`src/rtl/gpio_mux_pkg.sv`:
```
// Shared encodings for the GPIO pin multiplexer.
// Assumes register indices fit in 4 bits.
package gpio_mux_pkg;
    typedef enum logic [3:0] {
        A_MUX  = 4'd0,
        A_MSEL = 4'd1,
        A_OPT  = 4'd2,
        A_DIR  = 4'd3,
        A_DAT  = 4'd4,
        A_SET  = 4'd5,
        A_CLR  = 4'd6,
        A_TOG  = 4'd7,
        A_RDBK = 4'd8
    } reg_addr_e;

    typedef enum logic [2:0] {
        CLS_CPU,
        CLS_ACC,
        CLS_DMA,
        CLS_HOST,
        CLS_NONE
    } req_class_e;
endpackage

```
`src/rtl/gpio_access.sv`:
```
// Access arbiter: classifies the requester and decides grant/error per register group.
// Assumes IDs 0..M-1 processors, M..2M-1 accelerators, 2M DMA, 2M+1 host.
module gpio_access
    import gpio_mux_pkg::*;
#(
    parameter int NUM_MASTERS = 4,
    parameter int ID_W        = 4
) (
    input  logic            req_valid,
    input  logic            req_write,
    input  logic [ID_W-1:0] req_id,
    input  logic [3:0]      req_addr,
    output logic            acc_ok,
    output logic            acc_err,
    output logic            cfg_commit,
    output logic            data_commit
);
    localparam logic [ID_W-1:0] ID_ACC_END = ID_W'(2 * NUM_MASTERS);
    localparam logic [ID_W-1:0] ID_DMA     = ID_W'(2 * NUM_MASTERS);
    localparam logic [ID_W-1:0] ID_HOST    = ID_W'(2 * NUM_MASTERS + 1);

    req_class_e cls;
    logic       hit_ok, is_cfg, is_data;

    // Classify the requester by ID range.
    always_comb begin
        if (req_id < ID_W'(NUM_MASTERS))  cls = CLS_CPU;
        else if (req_id < ID_ACC_END)     cls = CLS_ACC;
        else if (req_id == ID_DMA)        cls = CLS_DMA;
        else if (req_id == ID_HOST)       cls = CLS_HOST;
        else                              cls = CLS_NONE;
    end

    // Apply each register group's rule for the requester class.
    always_comb begin
        is_cfg  = 1'b0;
        is_data = 1'b0;
        hit_ok  = 1'b0;
        case (req_addr)
            A_MUX, A_MSEL, A_OPT: begin
                is_cfg = 1'b1;
                hit_ok = (cls == CLS_CPU);
            end
            A_DIR, A_DAT, A_SET, A_CLR, A_TOG: begin
                is_data = 1'b1;
                hit_ok  = (cls == CLS_CPU) || (cls == CLS_ACC);
            end
            A_RDBK:  hit_ok = !req_write &&
                              ((cls == CLS_CPU) || (cls == CLS_ACC) || (cls == CLS_HOST));
            default: hit_ok = 1'b0;
        endcase
    end

    assign acc_ok      = req_valid && hit_ok;
    assign acc_err     = req_valid && !hit_ok;
    assign cfg_commit  = acc_ok && req_write && is_cfg && (req_id == '0);
    assign data_commit = acc_ok && req_write && is_data;
endmodule

```
`src/rtl/gpio_pin_out.sv`:
```
// Per-pin output selector: picks processor I/O or one peripheral, then applies open drain.
// Assumes source field 0 = processor I/O, 1..NUM_PERIPH = peripheral, others = off.
module gpio_pin_out #(
    parameter int NUM_PERIPH = 12,
    parameter int SEL_W      = 4
) (
    input  logic [SEL_W-1:0]      sel,
    input  logic                  od_en,
    input  logic                  gpio_do,
    input  logic                  gpio_oe,
    input  logic [NUM_PERIPH-1:0] per_do,
    input  logic [NUM_PERIPH-1:0] per_oe,
    output logic                  pad_do,
    output logic                  pad_oe
);
    logic             src_do, src_oe;
    logic [SEL_W-1:0] idx;

    assign idx = sel - SEL_W'(1);

    // Select the source driving this pin.
    always_comb begin
        if (sel == '0) begin
            src_do = gpio_do;
            src_oe = gpio_oe;
        end else if (sel <= SEL_W'(NUM_PERIPH)) begin
            src_do = per_do[idx];
            src_oe = per_oe[idx];
        end else begin
            src_do = 1'b0;
            src_oe = 1'b0;
        end
    end

    // Open drain: a 1 releases the pad, a 0 pulls it low.
    always_comb begin
        if (od_en) begin
            pad_do = 1'b0;
            pad_oe = src_oe && !src_do;
        end else begin
            pad_do = src_do;
            pad_oe = src_oe;
        end
    end
endmodule

```
`src/rtl/gpio_sync.sv`:
```
// Two-flop synchronizer for the raw pad inputs.
// Assumes each bit is independent; no bus coherence is implied.
module gpio_sync #(
    parameter int W = 8
) (
    input  logic         clk,
    input  logic         rst_n,
    input  logic [W-1:0] d,
    output logic [W-1:0] q
);
    logic [W-1:0] meta;

    // Shift the pad level through two stages.
    always_ff @(posedge clk) begin
        if (!rst_n) begin
            meta <= '0;
            q    <= '0;
        end else begin
            meta <= d;
            q    <= meta;
        end
    end
endmodule

```
`src/rtl/gpio_mux_bank.sv`:
```
// GPIO bank top: configuration and data registers, per-requester access rules,
// per-pin output selection and a synchronized input path.
// Assumes NUM_PINS*SEL_W <= DW and 2*NUM_PINS <= DW; one request per cycle.
module gpio_mux_bank
    import gpio_mux_pkg::*;
#(
    parameter int NUM_PINS    = 8,
    parameter int NUM_PERIPH  = 12,
    parameter int NUM_MASTERS = 4,
    parameter int ID_W        = 4,
    parameter int DW          = 32
) (
    input  logic                           clk,
    input  logic                           rst_n,
    input  logic                           req_valid,
    input  logic                           req_write,
    input  logic [ID_W-1:0]                req_id,
    input  logic [3:0]                     req_addr,
    input  logic [DW-1:0]                  req_wdata,
    output logic                           rsp_valid,
    output logic                           rsp_err,
    output logic [DW-1:0]                  rsp_rdata,
    input  logic [NUM_PINS*NUM_PERIPH-1:0] periph_do,
    input  logic [NUM_PINS*NUM_PERIPH-1:0] periph_oe,
    input  logic [NUM_PINS-1:0]            pad_di,
    output logic [NUM_PINS-1:0]            pad_do,
    output logic [NUM_PINS-1:0]            pad_oe,
    output logic [NUM_PINS-1:0]            pad_pull,
    output logic [NUM_PINS-1:0]            pin_level
);
    localparam int SEL_W  = $clog2(NUM_PERIPH + 1);
    localparam int MSEL_W = $clog2(NUM_MASTERS);
    localparam int MUX_W  = NUM_PINS * SEL_W;
    localparam int OWN_W  = NUM_PINS * MSEL_W;

    logic [MUX_W-1:0]    mux_q;
    logic [OWN_W-1:0]    msel_q;
    logic [NUM_PINS-1:0] od_q, pull_q, dir_q, dat_q;
    logic [NUM_PINS-1:0] own, wd;
    logic [DW-1:0]       rd_val;
    logic                acc_ok, acc_err, cfg_commit, data_commit;

    assign wd       = req_wdata[NUM_PINS-1:0];
    assign pad_pull = pull_q;

    gpio_access #(.NUM_MASTERS(NUM_MASTERS), .ID_W(ID_W)) access_i (
        .req_valid  (req_valid),
        .req_write  (req_write),
        .req_id     (req_id),
        .req_addr   (req_addr),
        .acc_ok     (acc_ok),
        .acc_err    (acc_err),
        .cfg_commit (cfg_commit),
        .data_commit(data_commit)
    );

    gpio_sync #(.W(NUM_PINS)) sync_i (
        .clk  (clk),
        .rst_n(rst_n),
        .d    (pad_di),
        .q    (pin_level)
    );

    // Per pin: ownership match and output selection.
    for (genvar p = 0; p < NUM_PINS; p++) begin : g_pin
        assign own[p] = (msel_q[p*MSEL_W +: MSEL_W] == req_id[MSEL_W-1:0]);

        gpio_pin_out #(.NUM_PERIPH(NUM_PERIPH), .SEL_W(SEL_W)) out_i (
            .sel    (mux_q[p*SEL_W +: SEL_W]),
            .od_en  (od_q[p]),
            .gpio_do(dat_q[p]),
            .gpio_oe(dir_q[p]),
            .per_do (periph_do[p*NUM_PERIPH +: NUM_PERIPH]),
            .per_oe (periph_oe[p*NUM_PERIPH +: NUM_PERIPH]),
            .pad_do (pad_do[p]),
            .pad_oe (pad_oe[p])
        );
    end

    // Configuration registers: only the primary processor commits.
    always_ff @(posedge clk) begin
        if (!rst_n) begin
            mux_q  <= '0;
            msel_q <= '0;
            od_q   <= '0;
            pull_q <= '0;
        end else if (cfg_commit) begin
            case (req_addr)
                A_MUX:   mux_q <= req_wdata[MUX_W-1:0];
                A_MSEL:  msel_q <= req_wdata[OWN_W-1:0];
                A_OPT: begin
                    od_q   <= req_wdata[NUM_PINS-1:0];
                    pull_q <= req_wdata[2*NUM_PINS-1:NUM_PINS];
                end
                default: ;
            endcase
        end
    end

    // Data registers: writes touch only the requester's own pins.
    always_ff @(posedge clk) begin
        if (!rst_n) begin
            dir_q <= '0;
            dat_q <= '0;
        end else if (data_commit) begin
            case (req_addr)
                A_DIR:   dir_q <= (dir_q & ~own) | (wd & own);
                A_DAT:   dat_q <= (dat_q & ~own) | (wd & own);
                A_SET:   dat_q <= dat_q | (wd & own);
                A_CLR:   dat_q <= dat_q & ~(wd & own);
                A_TOG:   dat_q <= dat_q ^ (wd & own);
                default: ;
            endcase
        end
    end

    // Read multiplexer.
    always_comb begin
        case (req_addr)
            A_MUX:   rd_val = DW'(mux_q);
            A_MSEL:  rd_val = DW'(msel_q);
            A_OPT:   rd_val = DW'({pull_q, od_q});
            A_DIR:   rd_val = DW'(dir_q & own);
            A_DAT:   rd_val = DW'(pin_level);
            A_RDBK:  rd_val = DW'(dat_q);
            default: rd_val = '0;
        endcase
    end

    // Registered response one cycle after each request.
    always_ff @(posedge clk) begin
        if (!rst_n) begin
            rsp_valid <= 1'b0;
            rsp_err   <= 1'b0;
            rsp_rdata <= '0;
        end else begin
            rsp_valid <= req_valid;
            rsp_err   <= acc_err;
            rsp_rdata <= (acc_ok && !req_write) ? rd_val : '0;
        end
    end
endmodule

```
`config.mk`:
```
export PLATFORM = sky130hd
export DESIGN_NAME = gpio_mux_bank
export DESIGN_NICKNAME = d
export VERILOG_FILES = /design/src/rtl/gpio_mux_pkg.sv /design/src/rtl/gpio_access.sv /design/src/rtl/gpio_pin_out.sv /design/src/rtl/gpio_sync.sv /design/src/rtl/gpio_mux_bank.sv
export SDC_FILE = /design/constraint.sdc
export NUM_CORES = 1
export LEC_CHECK = 0
export ABC_AREA = 1
export ABC_CLOCK_PERIOD_IN_PS = 3000
export BUFFER_PORTS_ARGS = -buffer_cell sky130_fd_sc_hd__buf_2
export CORE_MARGIN = 8
export CORE_UTILIZATION = 55
export CTS_CLUSTER_DIAMETER = 200
export CTS_CLUSTER_SIZE = 24
export DETAILED_ROUTE_END_ITERATION = 12
export MAX_ROUTING_LAYER = met4
export PLACE_DENSITY = 0.87
export SYNTH_ARGS = -nofsm -noshare
export SYNTH_HDL_FRONTEND = slang
export SYNTH_HIERARCHICAL = 1
export SYNTH_SLANG_ARGS = --single-unit
```
`constraint.sdc`:
```
create_clock -name clk -period 3 [get_ports clk]
set_input_delay 0.75 -clock clk [delete_from_list [all_inputs] [get_ports clk]]
set_output_delay 0.75 -clock clk [all_outputs]
set_load 0.01 [all_outputs]
```
==> flow_metrics.py <==
metrics = {
    "logic_synthesis": {
        "synth-edff-count": 0,
        "syn_nets": 1759,
        "syn_area_um2": 8880,
        "netlist.area_leader.share": 0.293,
        "synth.distinct_cells": 29,
        "netlist_instances": 1491,
        "ys.flop_type": "dfxtp_1",
        "syn_area_per_cell_um2": 5.95,
        "synth_largest_area_cell": "dfxtp_1",
        "async_flop_share": 0,
        "yosys_warnings": 6,
        "ys_ff_latch": 130,
        "synth.area.top_cells": "dfxtp_1, nand2_1, nand3_1",
        "synth_seq_area_share": 0.293,
    },
    "setup_path": {
        "worstPathRequired_ns": 2.25,
        "path_max_fanout": 16,
        "crit_type": "flop to output pin",
        "cp.arrival_ns": 2.08,
        "worst_setup_path_start_kind": "flop",
        "endpoint_kind": "output pin",
    },
    "detailed_routing": {
        "drc_errors": 0,
        "dr.pass1.iters": 6,
        "vias_per_cell": 5.17,
        "dr.first_iter.drc_count": 778,
        "wire_per_inst_um": 14.1,
        "wl_mm": 28.5,
        "vias": 10457,
        "ant_nets": 0,
    },
    "placed_design": {
        "pre_cts_ws_ns": 0.344,
        "dpl.cell_count": 1987,
        "place.port_buffers": 309,
        "gp_congestion": 0.956,
        "place_hpwl_mm": 21.7,
    },
    "power_and_ir_drop": {
        "worst_ir_drop_vdd_mv": 0.425,
        "power_density_nw_per_um2": 395,
        "power_leakage_nw": 5.92,
    },
    "cts": {
        "cts.sinks": 130,
        "cts_buffer_depth": 2,
        "insertion_delay_ns": 0.43,
        "cts_made_buffers": 17,
        "clock-root-buffer": "clkbuf_16",
        "cts_setup_buffers": 0,
        "htreeDepth": 4,
        "clk_pin_slew_ns": 0.06,
        "cts_tree": "built",
    },
    "layout": {
        "drive_gt1_frac": 0.233,
        "layout_commonest_cell": "nand2_1",
        "multi_input_area_um2": 5080,
        "layout_common_cells": "nand2_1, buf_2, inv_1, nand3_1, dfxtp_1",
        "final_cells": 2022,
        "area_growth_syn_to_layout_pct": 26.1,
        "seqCellArea_um2": 2600,
        "nNetsFinal": 2058,
        "nFillCells": 1356,
    },
    "floorplan": {
        "std_cell_rows": 46,
        "fp.dieW_um": 143,
        "ioPinCount": 310,
        "dieArea_um2": 20500,
        "die_height_um": 143,
        "core-area_um2": 15800,
        "start_util": 0.561,
    },
    "global_routing": {
        "grt_use_total": 0.274,
        "overflow": 0,
        "grt_antenna_before_repair": 2,
        "grt_max_degree": 59,
        "grt_pass1_wl_mm": 44.7,
        "grt_pass1_vias": 9727,
    },
    "sta": {
        "clock.fmax_ghz": 0.353,
        "maxSlewViolCount": 0,
        "post-route-period-util": 0.944,
        "fin_skew_ns": 0.00750,
        "setup_violations": 0,
        "worst_pin_slew_ns": 0.606,
        "min_period_ns": 2.83,
        "hold_violations": 0,
        "rsz0062_at_grt": "false",
        "setup_ws_ns": 0.167,
        "setup_tns_ns": 0,
        "slew_headroom": 0.596,
    },
    "status": {
        "status": "completed",
    },
    "hold_path": {
        "hold_class": "flop to flop",
    },
    "run": {
        "drv_cap": 0,
    },
}
## report_power, final
| group | total (mW) | switching (mW) | internal, mW |
|---|---|---|---|
| clock | 2.25 | 0.792 | 1.46 |
| combinational | 0.423 | 0.231 | 0.192 |
| sequential | 1.74 | 0.00529 | 1.74 |
## cell families after synthesis
kind of cell,Yosys count,synth area share
DFF,130,0.293
adders and majority gates,24,0.0338
and+or+nand+nor,854,0.411
AOI/OAI and AO/OA,194,0.117
xor gates and xnor gates,8,0.00789
buffers and inverters,281,0.137
## metal layers
metal | global-route usage | part of all wire
met4 | 0.0984 | 0.023
met2 | 0.462 | 0.48
met1 | 0.310 | 0.40
met5 | - | 0
met3 | 0.0664 | 0.094
## state kept, by name, summed over array words and instances, names as in the netlist, named ones only
name and cells:
pad_pull 8, od_q 8, dat_q 8, sync_i/q 8, rsp_rdata 32, rsp_err 1
mux_q 32, rsp_valid 1, sync_i/meta 8, msel_q 16
## repair_timing
action,4_1_cts,5_1_grt
hold buffers,0,0
gates resized for setup,0,22
endpoints found under the setup margin,0,16
## Yosys cell counts, types with 7 or more instances
cell      count
o21ai_1      36
o21ai_0      42
nand4_1      27
o221ai_1      7
nand2_1     510
dfxtp_1     130
clkbuf_1     12
ha_1         24
a21oi_1      96
nor3_1       10
nor2_1       87
buf_4         9
nand2_2      11
buf_6        13
inv_2        16
buf_2        13
a21oi_2       8
inv_1       216
xnor2_1       8
nand3_1     197
## path summary, 6_finish.rpt
kind | startpoint | endpoint | slack, ns | cells past startpoint
hold reg to reg | sync_i/meta[7] | sync_i/q[7] | 0.41 | 2
setup reg to reg | msel_q[12] | dat_q[6] | 1.28 | 10
hold / removal | sync_i/meta[7] | sync_i/q[7] | 0.41 | 2
setup / recovery | mux_q[8] | pad_oe[2] | 0.17 | 11
## final cells by class
type / count / area share
multi-input cells: 1080 / 0.454
repair buffers: 329 / 0.152
clock buffers: 20 / 0.0417
well taps: 216 / 0.0242
clock inverters: 12 / 0.0157
diodes: 3 / 0.000671
inverters: 232 / 0.0794
flip-flops and latches: 130 / 0.233
## metrics by stage
step | hold WS [ns] | cell area (um^2) | total power, mW | utilization
2_1_floorplan | 0.386 | 8880 | 1.98 | -
3_3_place_gp | 0.391 | 10500 | 2.19 | 0.663
3_5_place_dp | 0.397 | 10500 | 2.20 | 0.663
4_1_cts | 0.415 | 11100 | 4.42 | 0.704
5_1_grt | 0.435 | 11200 | 4.56 | 0.707
6_report | 0.412 | 11200 | 4.42 | 0.707
## critical path: stages (launching register included)
cell     delay, ns
dfxtp_1       0.37
inv_4         0.10
ha_2          0.41
inv_2         0.08
nand3_1       0.09
nand3_1       0.07
nand2_1       0.07
nor2_1        0.04
nor2_1        0.14
nor2_1        0.07
a21oi_2       0.09
buf_2         0.14
(Power assumes the default switching activity.)
